--- config.mk ---
export PLATFORM = sky130hd
export DESIGN_NAME = fault_capture_monitor
export DESIGN_NICKNAME = d
export VERILOG_FILES = /design/src/rtl/fcm_pkg.sv /design/src/rtl/fcm_sync.sv /design/src/rtl/fcm_tick_gen.sv /design/src/rtl/fcm_rail_timer.sv /design/src/rtl/fcm_capture.sv /design/src/rtl/fault_capture_monitor.sv
export SDC_FILE = /design/constraint.sdc
export NUM_CORES = 1
export LEC_CHECK = 0
export BUFFER_PORTS_ARGS = -buffer_cell sky130_fd_sc_hd__buf_2
export CORE_MARGIN = 2
export CORE_UTILIZATION = 45
export DETAILED_ROUTE_END_ITERATION = 6
export GPL_TIMING_DRIVEN = 0
export PLACE_DENSITY = 0.65
export SYNTH_ARGS = -nofsm -noshare
export SYNTH_HDL_FRONTEND = slang
export SYNTH_SLANG_ARGS = --single-unit
--- constraint.sdc ---
create_clock -name clk -period 1.5 [get_ports clk]
set_input_delay 0.375 -clock clk [delete_from_list [all_inputs] [get_ports clk]]
set_output_delay 0.375 -clock clk [all_outputs]
set_load 0.005 [all_outputs]
--- src/rtl/fcm_pkg.sv ---
// Package: fcm_pkg
// Purpose : shared constants for the sticky fault capture monitor.
// Assumes : status bit positions are fixed because firmware decodes them.
package fcm_pkg;
    localparam int FAULT_W  = 3;   // number of fault sources / status bits
    localparam int FLT_A    = 0;   // hardware fault A status bit
    localparam int FLT_B    = 1;   // hardware fault B status bit
    localparam int FLT_SW   = 2;   // software fault status bit
    localparam int SYNC_W   = FAULT_W + 1; // faults plus rail enable
    localparam int SYNC_RAIL = FAULT_W;    // rail enable lane in sync bus
endpackage

--- src/rtl/fcm_sync.sv ---
// Module : fcm_sync
// Purpose: multi-stage flop synchronizer for independent single-bit lanes.
// Assumes: every lane is a level signal slow enough to be seen by the
//          system clock; lanes are not treated as a coherent bus.
module fcm_sync #(
    parameter int WIDTH  = 4,
    parameter int STAGES = 2
) (
    input  logic             clk,
    input  logic             rst_n,
    input  logic [WIDTH-1:0] async_i,
    output logic [WIDTH-1:0] sync_o
);
    logic [WIDTH-1:0] stage_q [STAGES];

    genvar s;
    generate
        for (s = 0; s < STAGES; s++) begin : g_stage
            // Purpose: shift each lane one flop closer to the clock domain.
            always_ff @(posedge clk) begin
                if (!rst_n) begin
                    stage_q[s] <= '0;
                end else if (s == 0) begin
                    stage_q[s] <= async_i;
                end else begin
                    stage_q[s] <= stage_q[(s == 0) ? 0 : s-1];
                end
            end
        end
    endgenerate

    assign sync_o = stage_q[STAGES-1];
endmodule

--- src/rtl/fcm_tick_gen.sv ---
// Module : fcm_tick_gen
// Purpose: two-stage divider producing a one-cycle enable pulse every
//          DIV_LO*DIV_HI clock cycles (24 MHz / 1000 / 240 = 100 Hz).
// Assumes: DIV_LO and DIV_HI are both at least 1; the pulse is a clock
//          enable, never used as a clock.
module fcm_tick_gen #(
    parameter int DIV_LO = 1000,
    parameter int DIV_HI = 240
) (
    input  logic clk,
    input  logic rst_n,
    output logic tick_o
);
    localparam int LO_W = $clog2(DIV_LO + 1);
    localparam int HI_W = $clog2(DIV_HI + 1);
    localparam logic [LO_W-1:0] LO_LAST = LO_W'(DIV_LO - 1);
    localparam logic [HI_W-1:0] HI_LAST = HI_W'(DIV_HI - 1);

    logic [LO_W-1:0] lo_q;
    logic [HI_W-1:0] hi_q;
    logic            lo_wrap;

    assign lo_wrap = (lo_q == LO_LAST);

    // Purpose: first-stage prescaler, wraps every DIV_LO cycles.
    always_ff @(posedge clk) begin
        if (!rst_n)       lo_q <= '0;
        else if (lo_wrap) lo_q <= '0;
        else              lo_q <= lo_q + 1'b1;
    end

    // Purpose: second-stage counter, advances once per prescaler wrap.
    always_ff @(posedge clk) begin
        if (!rst_n) begin
            hi_q <= '0;
        end else if (lo_wrap) begin
            if (hi_q == HI_LAST) hi_q <= '0;
            else                 hi_q <= hi_q + 1'b1;
        end
    end

    assign tick_o = lo_wrap && (hi_q == HI_LAST);
endmodule

--- src/rtl/fcm_rail_timer.sv ---
// Module : fcm_rail_timer
// Purpose: declares the rail valid once the synchronized rail enable has
//          stayed high across SETTLE_TICKS consecutive ticks.
// Assumes: rail_en_i is already in the clock domain; tick_i is one cycle.
module fcm_rail_timer #(
    parameter int SETTLE_TICKS = 10
) (
    input  logic clk,
    input  logic rst_n,
    input  logic rail_en_i,
    input  logic tick_i,
    output logic rail_valid_o
);
    localparam int CNT_W = $clog2(SETTLE_TICKS + 1);
    localparam logic [CNT_W-1:0] CNT_DONE = CNT_W'(SETTLE_TICKS);

    logic [CNT_W-1:0] cnt_q;

    // Purpose: count ticks while the rail is on; restart when it drops.
    always_ff @(posedge clk) begin
        if (!rst_n)                           cnt_q <= '0;
        else if (!rail_en_i)                  cnt_q <= '0;
        else if (tick_i && cnt_q != CNT_DONE) cnt_q <= cnt_q + 1'b1;
    end

    assign rail_valid_o = (cnt_q == CNT_DONE);
endmodule

--- src/rtl/fcm_capture.sv ---
// Module : fcm_capture
// Purpose: qualifies the synchronized faults, holds them in clear-on-read
//          sticky bits and drives an indicator that only reset clears.
// Assumes: fault inputs are synchronized; rd_i is a one-cycle strobe.
module fcm_capture
    import fcm_pkg::*;
(
    input  logic               clk,
    input  logic               rst_n,
    input  logic [FAULT_W-1:0] fault_i,
    input  logic               rail_valid_i,
    input  logic               sw_en_i,
    input  logic               rd_i,
    output logic [FAULT_W-1:0] stat_o,
    output logic               ind_o
);
    logic [FAULT_W-1:0] qual;
    logic [FAULT_W-1:0] stat_q;
    logic               ind_q;

    // Purpose: gate each fault with its own qualifier.
    always_comb begin
        qual          = '0;
        qual[FLT_A]   = fault_i[FLT_A]  & rail_valid_i;
        qual[FLT_B]   = fault_i[FLT_B]  & rail_valid_i;
        qual[FLT_SW]  = fault_i[FLT_SW] & sw_en_i;
    end

    genvar b;
    generate
        for (b = 0; b < FAULT_W; b++) begin : g_bit
            // Purpose: sticky bit; a same-cycle fault wins over a read clear.
            always_ff @(posedge clk) begin
                if (!rst_n)       stat_q[b] <= 1'b0;
                else if (qual[b]) stat_q[b] <= 1'b1;
                else if (rd_i)    stat_q[b] <= 1'b0;
            end
        end
    endgenerate

    // Purpose: indicator latch set by any qualified fault, cleared by reset only.
    always_ff @(posedge clk) begin
        if (!rst_n)     ind_q <= 1'b0;
        else if (|qual) ind_q <= 1'b1;
    end

    assign stat_o = stat_q;
    assign ind_o  = ind_q;
endmodule

--- src/rtl/fault_capture_monitor.sv ---
// Module : fault_capture_monitor
// Purpose: top level; synchronizes the rail enable and fault lines, times
//          the rail settling window and captures qualified faults.
// Assumes: one system clock; sw_fault_en_i and stat_rd_i come from logic
//          already in that clock domain.
module fault_capture_monitor
    import fcm_pkg::*;
#(
    parameter int DIV_LO       = 1000,
    parameter int DIV_HI       = 240,
    parameter int SETTLE_TICKS = 10,
    parameter int SYNC_STAGES  = 2
) (
    input  logic               clk,
    input  logic               rst_n,
    input  logic               rail_en_i,
    input  logic               hw_fault_a_i,
    input  logic               hw_fault_b_i,
    input  logic               sw_fault_i,
    input  logic               sw_fault_en_i,
    input  logic               stat_rd_i,
    output logic [FAULT_W-1:0] stat_o,
    output logic               fault_ind_o,
    output logic               rail_valid_o
);
    logic [SYNC_W-1:0] raw_bus;
    logic [SYNC_W-1:0] sync_bus;
    logic              tick;
    logic              rail_valid;

    // Purpose: gather the asynchronous lanes in package bit order.
    always_comb begin
        raw_bus            = '0;
        raw_bus[FLT_A]     = hw_fault_a_i;
        raw_bus[FLT_B]     = hw_fault_b_i;
        raw_bus[FLT_SW]    = sw_fault_i;
        raw_bus[SYNC_RAIL] = rail_en_i;
    end

    fcm_sync #(.WIDTH(SYNC_W), .STAGES(SYNC_STAGES)) u_sync (
        .clk     (clk),
        .rst_n   (rst_n),
        .async_i (raw_bus),
        .sync_o  (sync_bus)
    );

    fcm_tick_gen #(.DIV_LO(DIV_LO), .DIV_HI(DIV_HI)) u_tick (
        .clk    (clk),
        .rst_n  (rst_n),
        .tick_o (tick)
    );

    fcm_rail_timer #(.SETTLE_TICKS(SETTLE_TICKS)) u_rail (
        .clk          (clk),
        .rst_n        (rst_n),
        .rail_en_i    (sync_bus[SYNC_RAIL]),
        .tick_i       (tick),
        .rail_valid_o (rail_valid)
    );

    fcm_capture u_cap (
        .clk          (clk),
        .rst_n        (rst_n),
        .fault_i      (sync_bus[FAULT_W-1:0]),
        .rail_valid_i (rail_valid),
        .sw_en_i      (sw_fault_en_i),
        .rd_i         (stat_rd_i),
        .stat_o       (stat_o),
        .ind_o        (fault_ind_o)
    );

    assign rail_valid_o = rail_valid;
endmodule

## After elaboration in Yosys (flattened, before gate mapping)

Memories as Yosys holds them, arrays and structs flattened.
Index checks and enable logic that the tools add are counted.
Widths: inputs -> output; s select.

| word-level totals | value |
|---|---|
| word-level logic and storage cells | 38 |
| output and inout port bits | 5 |
| register bits | 26 |
| memory bits (read-only) | 0 |
| memories kept | 1 |
| RAM bits | 8 |
| bits in latches | 0 |
| bits of input ports | 8 |

| operators by class | value |
|---|---|
| eq/ne operators | 4 |
| muxes and demuxes | 9 |
| div/mod/pow operators | 0 |
| order comparisons | 0 |
| reductions and logical operators | 8 |
| $add $sub $neg | 3 |
| multiply operators | 0 |
| bitwise logic cells | 6 |
| shifts and indexed selects | 0 |

Memory list:

| memory | depth | bits a word | read ports | clocked after memory_dff | wr ports | RTL line | source |
|---|---|---|---|---|---|---|---|
| u_sync.stage_q | 2 | 4 | 2 | 0 | 2 | fcm_sync.sv:14 | `logic [WIDTH-1:0] stage_q [STAGES];` |

Operators by type and width:

| kind | count |
|---|---|
| $add 10x1->10 const B | 1 |
| $eq 10x10->1 const B | 1 |
| $add 8x1->8 const B | 1 |
| $eq 8x8->1 const B | 1 |
| $mux 4 | 2 |
| $mux 8 | 1 |
| $mux 1 | 6 |
| $reduce_bool 2->1 | 3 |
| $add 4x1->4 const B | 1 |
| $eq 4x4->1 const B | 1 |
| $ne 4x4->1 const B | 1 |
| $and 1x1->1 | 3 |
| $reduce_or 3->1 | 1 |
| $logic_and 1x1->1 | 2 |
| $or 1x1->1 | 2 |
| $reduce_and 2->1 | 1 |
| $reduce_or 2->1 | 1 |
| $not 1->1 | 1 |

## Longest topological paths before layout

Gate-level depths: netlist (run 1).

| logic depth | value |
|---|---|
| word-level depth | 3 |
| depth in mapped cells | 7 |
| depth with buffers taken out | 6 |

## Modules after synthesis

A second synthesis (run 1) with hierarchy kept.

| second synthesis, totals | value |
|---|---|
| cells, all modules | 143 |
| area, all modules | 1380.1 µm² |

Modules (own cells, without submodules):

| module | area each (µm²) | cells each | times used | seq. area each (µm²) |
|---|---|---|---|---|
| fcm_tick_gen | 805.8 | 88 | 1 | 360.3 |
| fcm_rail_timer | 214.0 | 23 | 1 | 80.1 |
| fcm_sync | 210.2 | 16 | 1 | 160.2 |
| fcm_capture | 150.1 | 16 | 1 | 80.1 |

## Worst setup path before layout (run 1)

OpenSTA, ideal clock, no wires.

| timing | value |
|---|---|
| path kind | register -> register |
| start point | register u_rail.cnt_q[0] |
| end point | register u_rail.cnt_q[1] |
| setup slack | -67 ps |
| period minus slack after synthesis | 1567 ps |
| required time | 1380 ps |
| setup time | 120 ps |
| arrival time | 1447 ps |
| stages on the path, launching flop included | 8 |
| buffers on the path | 1 |
| cell sequence | dfxtp_1 inv_1 ha_1 and3b_1 clkbuf_1 nor3b_1 and3_1 nor3_1 |

| on the way | value |
|---|---|
| longest elaborated chain between the ends | 2 |
| elaborated cells on any way between the ends | 3 |
| those cells by class | add/sub: 1; eq/ne: 1; reduce/logical: 1 |

RTL lines:

| element | RTL line | source |
|---|---|---|
| start, declared | fcm_rail_timer.sv:17 | `logic [CNT_W-1:0] cnt_q;` |
| start signal, assigned | fcm_rail_timer.sv:23 | `else if (tick_i && cnt_q != CNT_DONE) cnt_q <= cnt_q + 1'b1;` |
| branches (longest 2 deep; another with $add 4x1->4) | n/a |  |

Parallel ways; which one is timed is not known.
A chain may end at the register's enable or synchronous reset.

## Worst setup path after layout (run 1)

| timing | value |
|---|---|
| start point | register u_tick.lo_q[4] |
| end point | register u_tick.hi_q[4] |

| on the way | value |
|---|---|
| longest elaborated chain between the ends | 1 |

RTL lines:

| element | RTL line | source |
|---|---|---|
| start, declared | fcm_tick_gen.sv:19 | `logic [LO_W-1:0] lo_q;` |
| start signal, assigned | fcm_tick_gen.sv:29 | `else lo_q <= lo_q + 1'b1;` |
| $eq 10x10->1 | fcm_tick_gen.sv:23 | `assign lo_wrap = (lo_q == LO_LAST);` |
| end signal, assigned | fcm_tick_gen.sv:38 | `else hi_q <= hi_q + 1'b1;` |
| end, declared | fcm_tick_gen.sv:20 | `logic [HI_W-1:0] hi_q;` |

No other way between the ends.

==> run summary, run 1 <==
Leak: 0.7631 nW
Required @ worst endpoint: 1730 ps
post-layout min period: 1578 ps
Initial DRT Pass Iterations: 4
leading area contributor after synthesis: dfxtp_1
Diodes inserted: 0
Worst Hold Class: input pin to flop
DP HPWL: 1.923 mm
Die X: 61.01 microns
worst r2r src: u_tick.lo_q[4]
Synth-to-Final Area Change: 30.03%
Worst R2R End: u_tick.hi_q[4]
CTS H-Tree Depth: 2
IO Pins: 13
CTS Buffer Depth: 2
Synth Area in Compound Gates: 5.988%
post-synthesis simple-gate area fraction: 32.42%
Final Worst Setup Slack: -77.92 ps
die area: 3722 sq um
port bufs: 12
post-route cell area: 1902 sq um
DR WL/cell: 12.72 microns
worst-case reg-to-reg path depth: 5
GR Overflow Total: 0
placed insts: 211
Tot GR Track Use: 19.24%
share of cells above drive strength 1: 35.64%
placed inst area: 1583 sq um
Layout Utilization: 61.79%
CP max FO: 5
sequential fraction of the synthesis area: 46.54%
final slew viol count: 0
core area: 3078 sq um
max_cap viols: 0
Slew headroom: 80.30%
Synth Cell Area: 1463 sq um
Mapped Cells: 155
FF+latch count, synth: 34
row cnt: 20
post-synthesis net count: 167
crit path kind: flop to flop
post-route ant nets: 0
Synth Area in XOR/XNOR: 8.383%
Startpoint Class: flop
Int Power: 1.112 mW
Vias/cell: 5.142
vias: 1193
CTS tree: built
Worst Setup End Kind: flop
later-pin clock latency in the skew report: 330 ps
Clock Tree Root: clkbuf_4
mux cell area share after synthesis: 0.6843%
Final period util: 105.2%
Post-Layout Cell Count: 232
share of total power in sequential cells: 63.8%
CTS buffer count: 5
Initial DRC Count: 67
initial antenna violation count: 0
Sink Count: 34
number of synthesized flops with an enable pin: 0
number of global-route vias before repair: 1195
Top FF cell, synth: dfxtp_1
actual slew at the worst max-slew pin: 292.8 ps
first-pass GRT wire length: 5.181 mm
PD cells: 762.0 nW/um^2
Die Y: 61.01 microns
CP Data Arrival Time: 1800 ps
clock power share: 31.9%
Adder-Cell Fraction of Synth Area: 3.422%
RSZ-0062 raised after global routing: yes
Async SR Flop Fraction: 0%
failing checks: setup timing
net load switching power: 0.3368 mW
Synth warnings: 0
commonest non-fill, non-tap cell in the layout: dfxtp_1
Max Clk Rate: 633.7 MHz
hold path depth: 2
hold path startpoint: hw_fault_b_i
Hold Path Sink: u_sync.stage_q[0][1]
Total Nets Final: 200
commonest cells after routing, fill and taps aside: dfxtp_1 (24), nor2_1 (17), buf_4 (13), buf_2 (12), xnor2_1 (11)
clk_skew: 3.810 ps
clock slew at reported path FFs: 100 ps
drt total wl: 2.951 mm
Avg Inst Size Synth: 9.436 sq um
Setup Viol. Count Final: 4
Initial Utilization: 47.52%
largest family of logic cells by synthesized area: simple AND/OR/NAND/NOR gates
Placer Congestion: 0.7543
R2R setup slack: -80 ps
peak supply drop: 0.0005341 V
status: finished, violations left
Yosys cell types: 37
share of the synthesized area in the top cell type: 46.54%
Final Hold Fails: 0
largest net degree at the start of global routing: 11
Area contributors post-synth: dfxtp_1 (47%), xnor2_1 (6.6%), nor2_1 (4.4%)
Sw Ratio: 23.24%
# DRC: 0
Combinational Power Share: 4.2%
==> layout make-up <==
| class | instances | area (sq um) |
|---|---|---|
| plain buffers | 3 | 18.77 |
| clock buffers | 5 | 37.54 |
| clock inverters | 2 | 10.01 |
| fillers | 279 | 1176 |
| inverters | 4 | 15.01 |
| multi-input cells | 113 | 872.1 |
| flip-flops and latches | 34 | 705.7 |
| well taps | 44 | 55.05 |
| repair buffers | 27 | 187.7 |
==> sequential cells by signal, indices dropped and copies added (netlist names) <==
| register | cells |
|---|---|
| u_cap.stat_o | 3 |
| u_sync.stage_q | 8 |
| u_tick.lo_q | 10 |
| u_tick.hi_q | 8 |
| u_rail.cnt_q | 4 |
| u_cap.ind_o | 1 |
==> power groups by stage <==
stage	Combinational (mW)	Clock, mW	Sequential [mW]
3_5_place_dp	0.0566	0	0.951
3_3_place_gp	0.0554	0	0.949
5_1_grt	0.0710	0.525	0.928
4_1_cts	0.0606	0.478	0.927
6_report	0.0615	0.463	0.925
2_1_floorplan	0.0365	0	0.948
==> how the worst max path moves through the flow <==
stage                     from               to  depth (start not counted)
2_1_floorplan   u_tick.hi_q[0]  u_rail.cnt_q[3]                          5
3_3_place_gp    u_tick.hi_q[0]  u_rail.cnt_q[3]                          5
3_5_place_dp    u_tick.hi_q[0]  u_rail.cnt_q[3]                          5
4_1_cts        u_rail.cnt_q[0]     rail_valid_o                          4
5_1_grt         u_tick.lo_q[4]   u_tick.hi_q[4]                          5
6_report        u_tick.lo_q[4]   u_tick.hi_q[4]                          5
==> synth_stat cells, types with 2 or more instances <==
library cell	number
dfxtp_1	34
nor2_1	17
nand3_1	11
xnor2_1	11
and2_1	10
nand2_1	9
nand4_1	7
a21oi_1	6
and3_1	5
ha_1	4
inv_1	4
nor2b_1	4
nor4_1	3
xor2_1	3
a21boi_0	2
buf_4	2
clkbuf_1	2
nor3_1	2
==> stage by stage <==
stage / TNS (ps) / total power, mW / hold WS [ps] / worst slack, ps
after detailed placement: -998.1 / 1.007 / 426.5 / -146.9
final: -183.5 / 1.449 / 238.3 / -77.92
after global routing: -690.5 / 1.523 / 233.4 / -145.7
after global placement: -605.2 / 1.005 / 420.2 / -94.99
after CTS: -85.91 / 1.466 / 227.6 / -85.91
after floorplan: 0 / 0.9849 / 411.9 / 5.677
==> logic make-up after synthesis <==
family	count (synthesis)
buffers and inverters	8
XOR/XNOR	14
AND/OR/NAND/NOR	80
adder cells (fa/ha/maj)	4
multiplexers	1
AO/OA/AOI/OAI	14
flip-flops	34
==> per-layer routing <==
| metal | vias up | GRT usage (%) | share of wire (%) |
|---|---|---|---|
| met5 | - | 0 | 0 |
| met4 | 0 | 7.764 | 2.8 |
| met3 | 11 | 7.353 | 3.1 |
| met2 | 15 | 33.03 | 51 |
| met1 | 561 | 21.53 | 43 |
| li1 | 606 | - | - |
==> critical path, stage by stage, from the launching register on <==
cell and delay [ps]:
dfxtp_4 380, or3b_4 450, buf_4 160, nor4_4 270, xnor2_1 150, nor2_1 60
==> timing repair <==
| action | CTS | global route |
|---|---|---|
| hold buffers | 0 | 0 |
| setup endpoints to repair | 18 | 20 |
| pin swaps | 7 | 11 |
| cloned | 0 | 0 |
| resized for setup | 25 | 17 |
| setup buffers | 5 | 10 |
| endpoints found under the hold margin | 0 | 0 |
Note: power is estimated with default switching activity, not from simulation.
==> run 2: changes to the inputs <==
--- a/config.mk
+++ b/config.mk
@@ -5,12 +5,11 @@
 export SDC_FILE = /design/constraint.sdc
 export NUM_CORES = 1
 export LEC_CHECK = 0
-export BUFFER_PORTS_ARGS = -buffer_cell sky130_fd_sc_hd__buf_2
 export CORE_MARGIN = 2
 export CORE_UTILIZATION = 45
 export DETAILED_ROUTE_END_ITERATION = 6
+export DONT_BUFFER_PORTS = 1
 export GPL_TIMING_DRIVEN = 0
-export PLACE_DENSITY = 0.65
 export SYNTH_ARGS = -nofsm -noshare
 export SYNTH_HDL_FRONTEND = slang
 export SYNTH_SLANG_ARGS = --single-unit
==> run summary, run 2 (synthesized netlist as in run 1, its figures left out) <==
Startpoint Class: flop
vias: 1121 (-6.0%)
final slew viol count: 0 (unchanged)
RSZ-0062 raised after global routing: yes
Initial Utilization: 47.52% (unchanged)
CP max FO: 6 (+1)
number of global-route vias before repair: 1064 (-11%)
hold buffers post-CTS: 0 (unchanged)
Required @ worst endpoint: 1120 ps (-610 ps)
fillers: 272 (-2.5%)
Final Worst Setup Slack: -82.32 ps (-4.401 ps)
IO Pins: 13 (unchanged)
die area: 3722 sq um (unchanged)
biggest regs: u_tick.lo_q x10, u_sync.stage_q x8, u_tick.hi_q x8
Initial DRC Count: 45 (-33%)
first-pass GRT wire length: 4.767 mm (-8.0%)
Die Y: 61.01 microns (unchanged)
Leak: 0.6936 nW (-9.1%)
hold path depth: 1 (-1)
max reg flops: 10 (unchanged)
CTS tree: built
Max Clk Rate: 632.0 MHz (-0.28%)
commonest cells after routing, fill and taps aside: dfxtp_1 (23), nor2_1 (17), and2_1 (10), xnor2_1 (10)
CP Cell Sequence: inv_2 > ha_4 > and3b_1 > clkbuf_8
Diodes inserted: 0 (unchanged)
GR Overflow Total: 0 (unchanged)
Final period util: 105.5% (+0.29 points)
Post-Layout Cell Count: 215 (-7.3%)
CP Data Arrival Time: 1210 ps (-590 ps)
post-layout min period: 1582 ps (+4.401 ps)
hold path startpoint: rail_en_i
Clock Tree Root: clkbuf_4
Critical Path Start: u_rail.cnt_q[0]
Vias/cell: 5.214 (+1.4%)
largest net degree at the start of global routing: 13 (+2)
clk_skew: 3.469 ps (-0.3410 ps)
commonest non-fill, non-tap cell in the layout: dfxtp_1
port bufs: 0 (-12)
status: finished, violations left
Die X: 61.01 microns (unchanged)
initial antenna violation count: 0 (unchanged)
later-pin clock latency in the skew report: 340 ps (about the same)
clock slew at reported path FFs: 110 ps (about the same)
slowest CP cell: dfxtp_2
# DRC: 0 (unchanged)
post-route ant nets: 0 (unchanged)
peak supply drop: 0.0006656 V (+25%)
TNS Setup: -152.5 ps (+30.96 ps)
Sink Count: 34 (unchanged)
CTS Buffer Depth: 2 (unchanged)
Placer Congestion: 0.7708 (+2.2%)
PD cells: 1000 nW/um^2 (+31%)
crit path kind: flop to output pin
Initial DRT Pass Iterations: 4 (unchanged)
placed insts: 199 (-5.7%)
Total Nets Final: 182 (-9.0%)
max_cap viols: 0 (unchanged)
Slew headroom: 80.31% (about the same)
Worst Hold Class: input pin to flop
worst-case reg-to-reg path depth: 5 (unchanged)
Worst Setup End Kind: output pin
failing checks: setup timing
Synth-to-Final Area Change: 25.06%
CTS buffer count: 5 (unchanged)
worst r2r src: u_tick.hi_q[0]
drt total wl: 2.812 mm (-4.7%)
row cnt: 20 (unchanged)
DP HPWL: 1.864 mm (-3.1%)
DR WL/cell: 13.08 microns (+2.8%)
actual slew at the worst max-slew pin: 292.6 ps (-0.1879 ps)
core area: 3078 sq um (unchanged)
CTS H-Tree Depth: 2 (unchanged)
share of cells above drive strength 1: 28.65% (-7.0 points)
Tot GR Track Use: 17.58% (-1.7 points)
Final Hold Fails: 0 (unchanged)
Top reg by flops: u_tick.lo_q
crit-path max cell delay: 360 ps (-90 ps)
Setup Viol. Count Final: 4 (unchanged)
==> run 2: power by group <==
part	internal, mW	total, mW	switching (mW)
clock network	0.521	0.850	0.329
registers	0.917	0.929	0.0112
logic	0.0235	0.0501	0.0266
==> run 2: worst paths after layout <==
kind	endpoint	slack, ps
worst min-delay path	u_sync.stage_q[0][3]	150
worst max-delay path	rail_valid_o	-80
worst max register to register	u_rail.cnt_q[3]	-50
worst min register to register	u_sync.stage_q[1][2]	440
==> run 2: final cells by class <==
type / instances / area (sq um) / share of cell area, %
plain buffers: 4 / 32.53 / 1.778
clock buffers: 5 / 37.54 / 2.052
clock inverters: 3 / 68.82 / 3.762
inverters: 4 / 15.01 / 0.8208
multi-input cells: 113 / 854.6 / 46.72
flip-flops and latches: 34 / 701.9 / 38.37
well taps: 44 / 55.05 / 3.010
repair buffers: 8 / 63.81 / 3.488
==> run 2: layer usage <==
metal	wire length, microns	share of wire, %	vias up	global-route usage (%)
met5	0	0	-	0
met1	1309	47	536	22.44
met3	104	3.7	2	6.303
li1	-	-	567	-
met2	1377	49	16	27.50
met4	21	0.75	0	6.522
==> run 2: critical path: cells and delay by family, from the launching register on <==
| kind | cells | cell delay [ps] |
|---|---|---|
| adders and majority gates | 1 | 150 |
| buffers and inverters | 2 | 200 |
| DFF | 1 | 360 |
| and+or+nand+nor | 1 | 160 |
==> run 2: timing repair <==
action,CTS,global route
pin swaps,4,7
buffers inserted,7,1
gates resized for setup,25,11
hold endpoints to repair,0,0
endpoints found under the setup margin,19,13
==> run 2: stage by stage <==
step	setup WS [ps]	cell area [sq um]	total power, mW	hold WS [ps]	utilization, %
detailed placement	-134.5	1523	0.9968	417.7	49.47
global route	-134.6	1829	1.911	129.4	59.43
CTS	-90.58	1767	1.853	137.2	57.40
finish	-82.32	1829	1.829	153.7	59.43
floorplan	5.677	1468	0.9849	411.9	-
global placement	-122.8	1523	0.9953	415.3	49.47
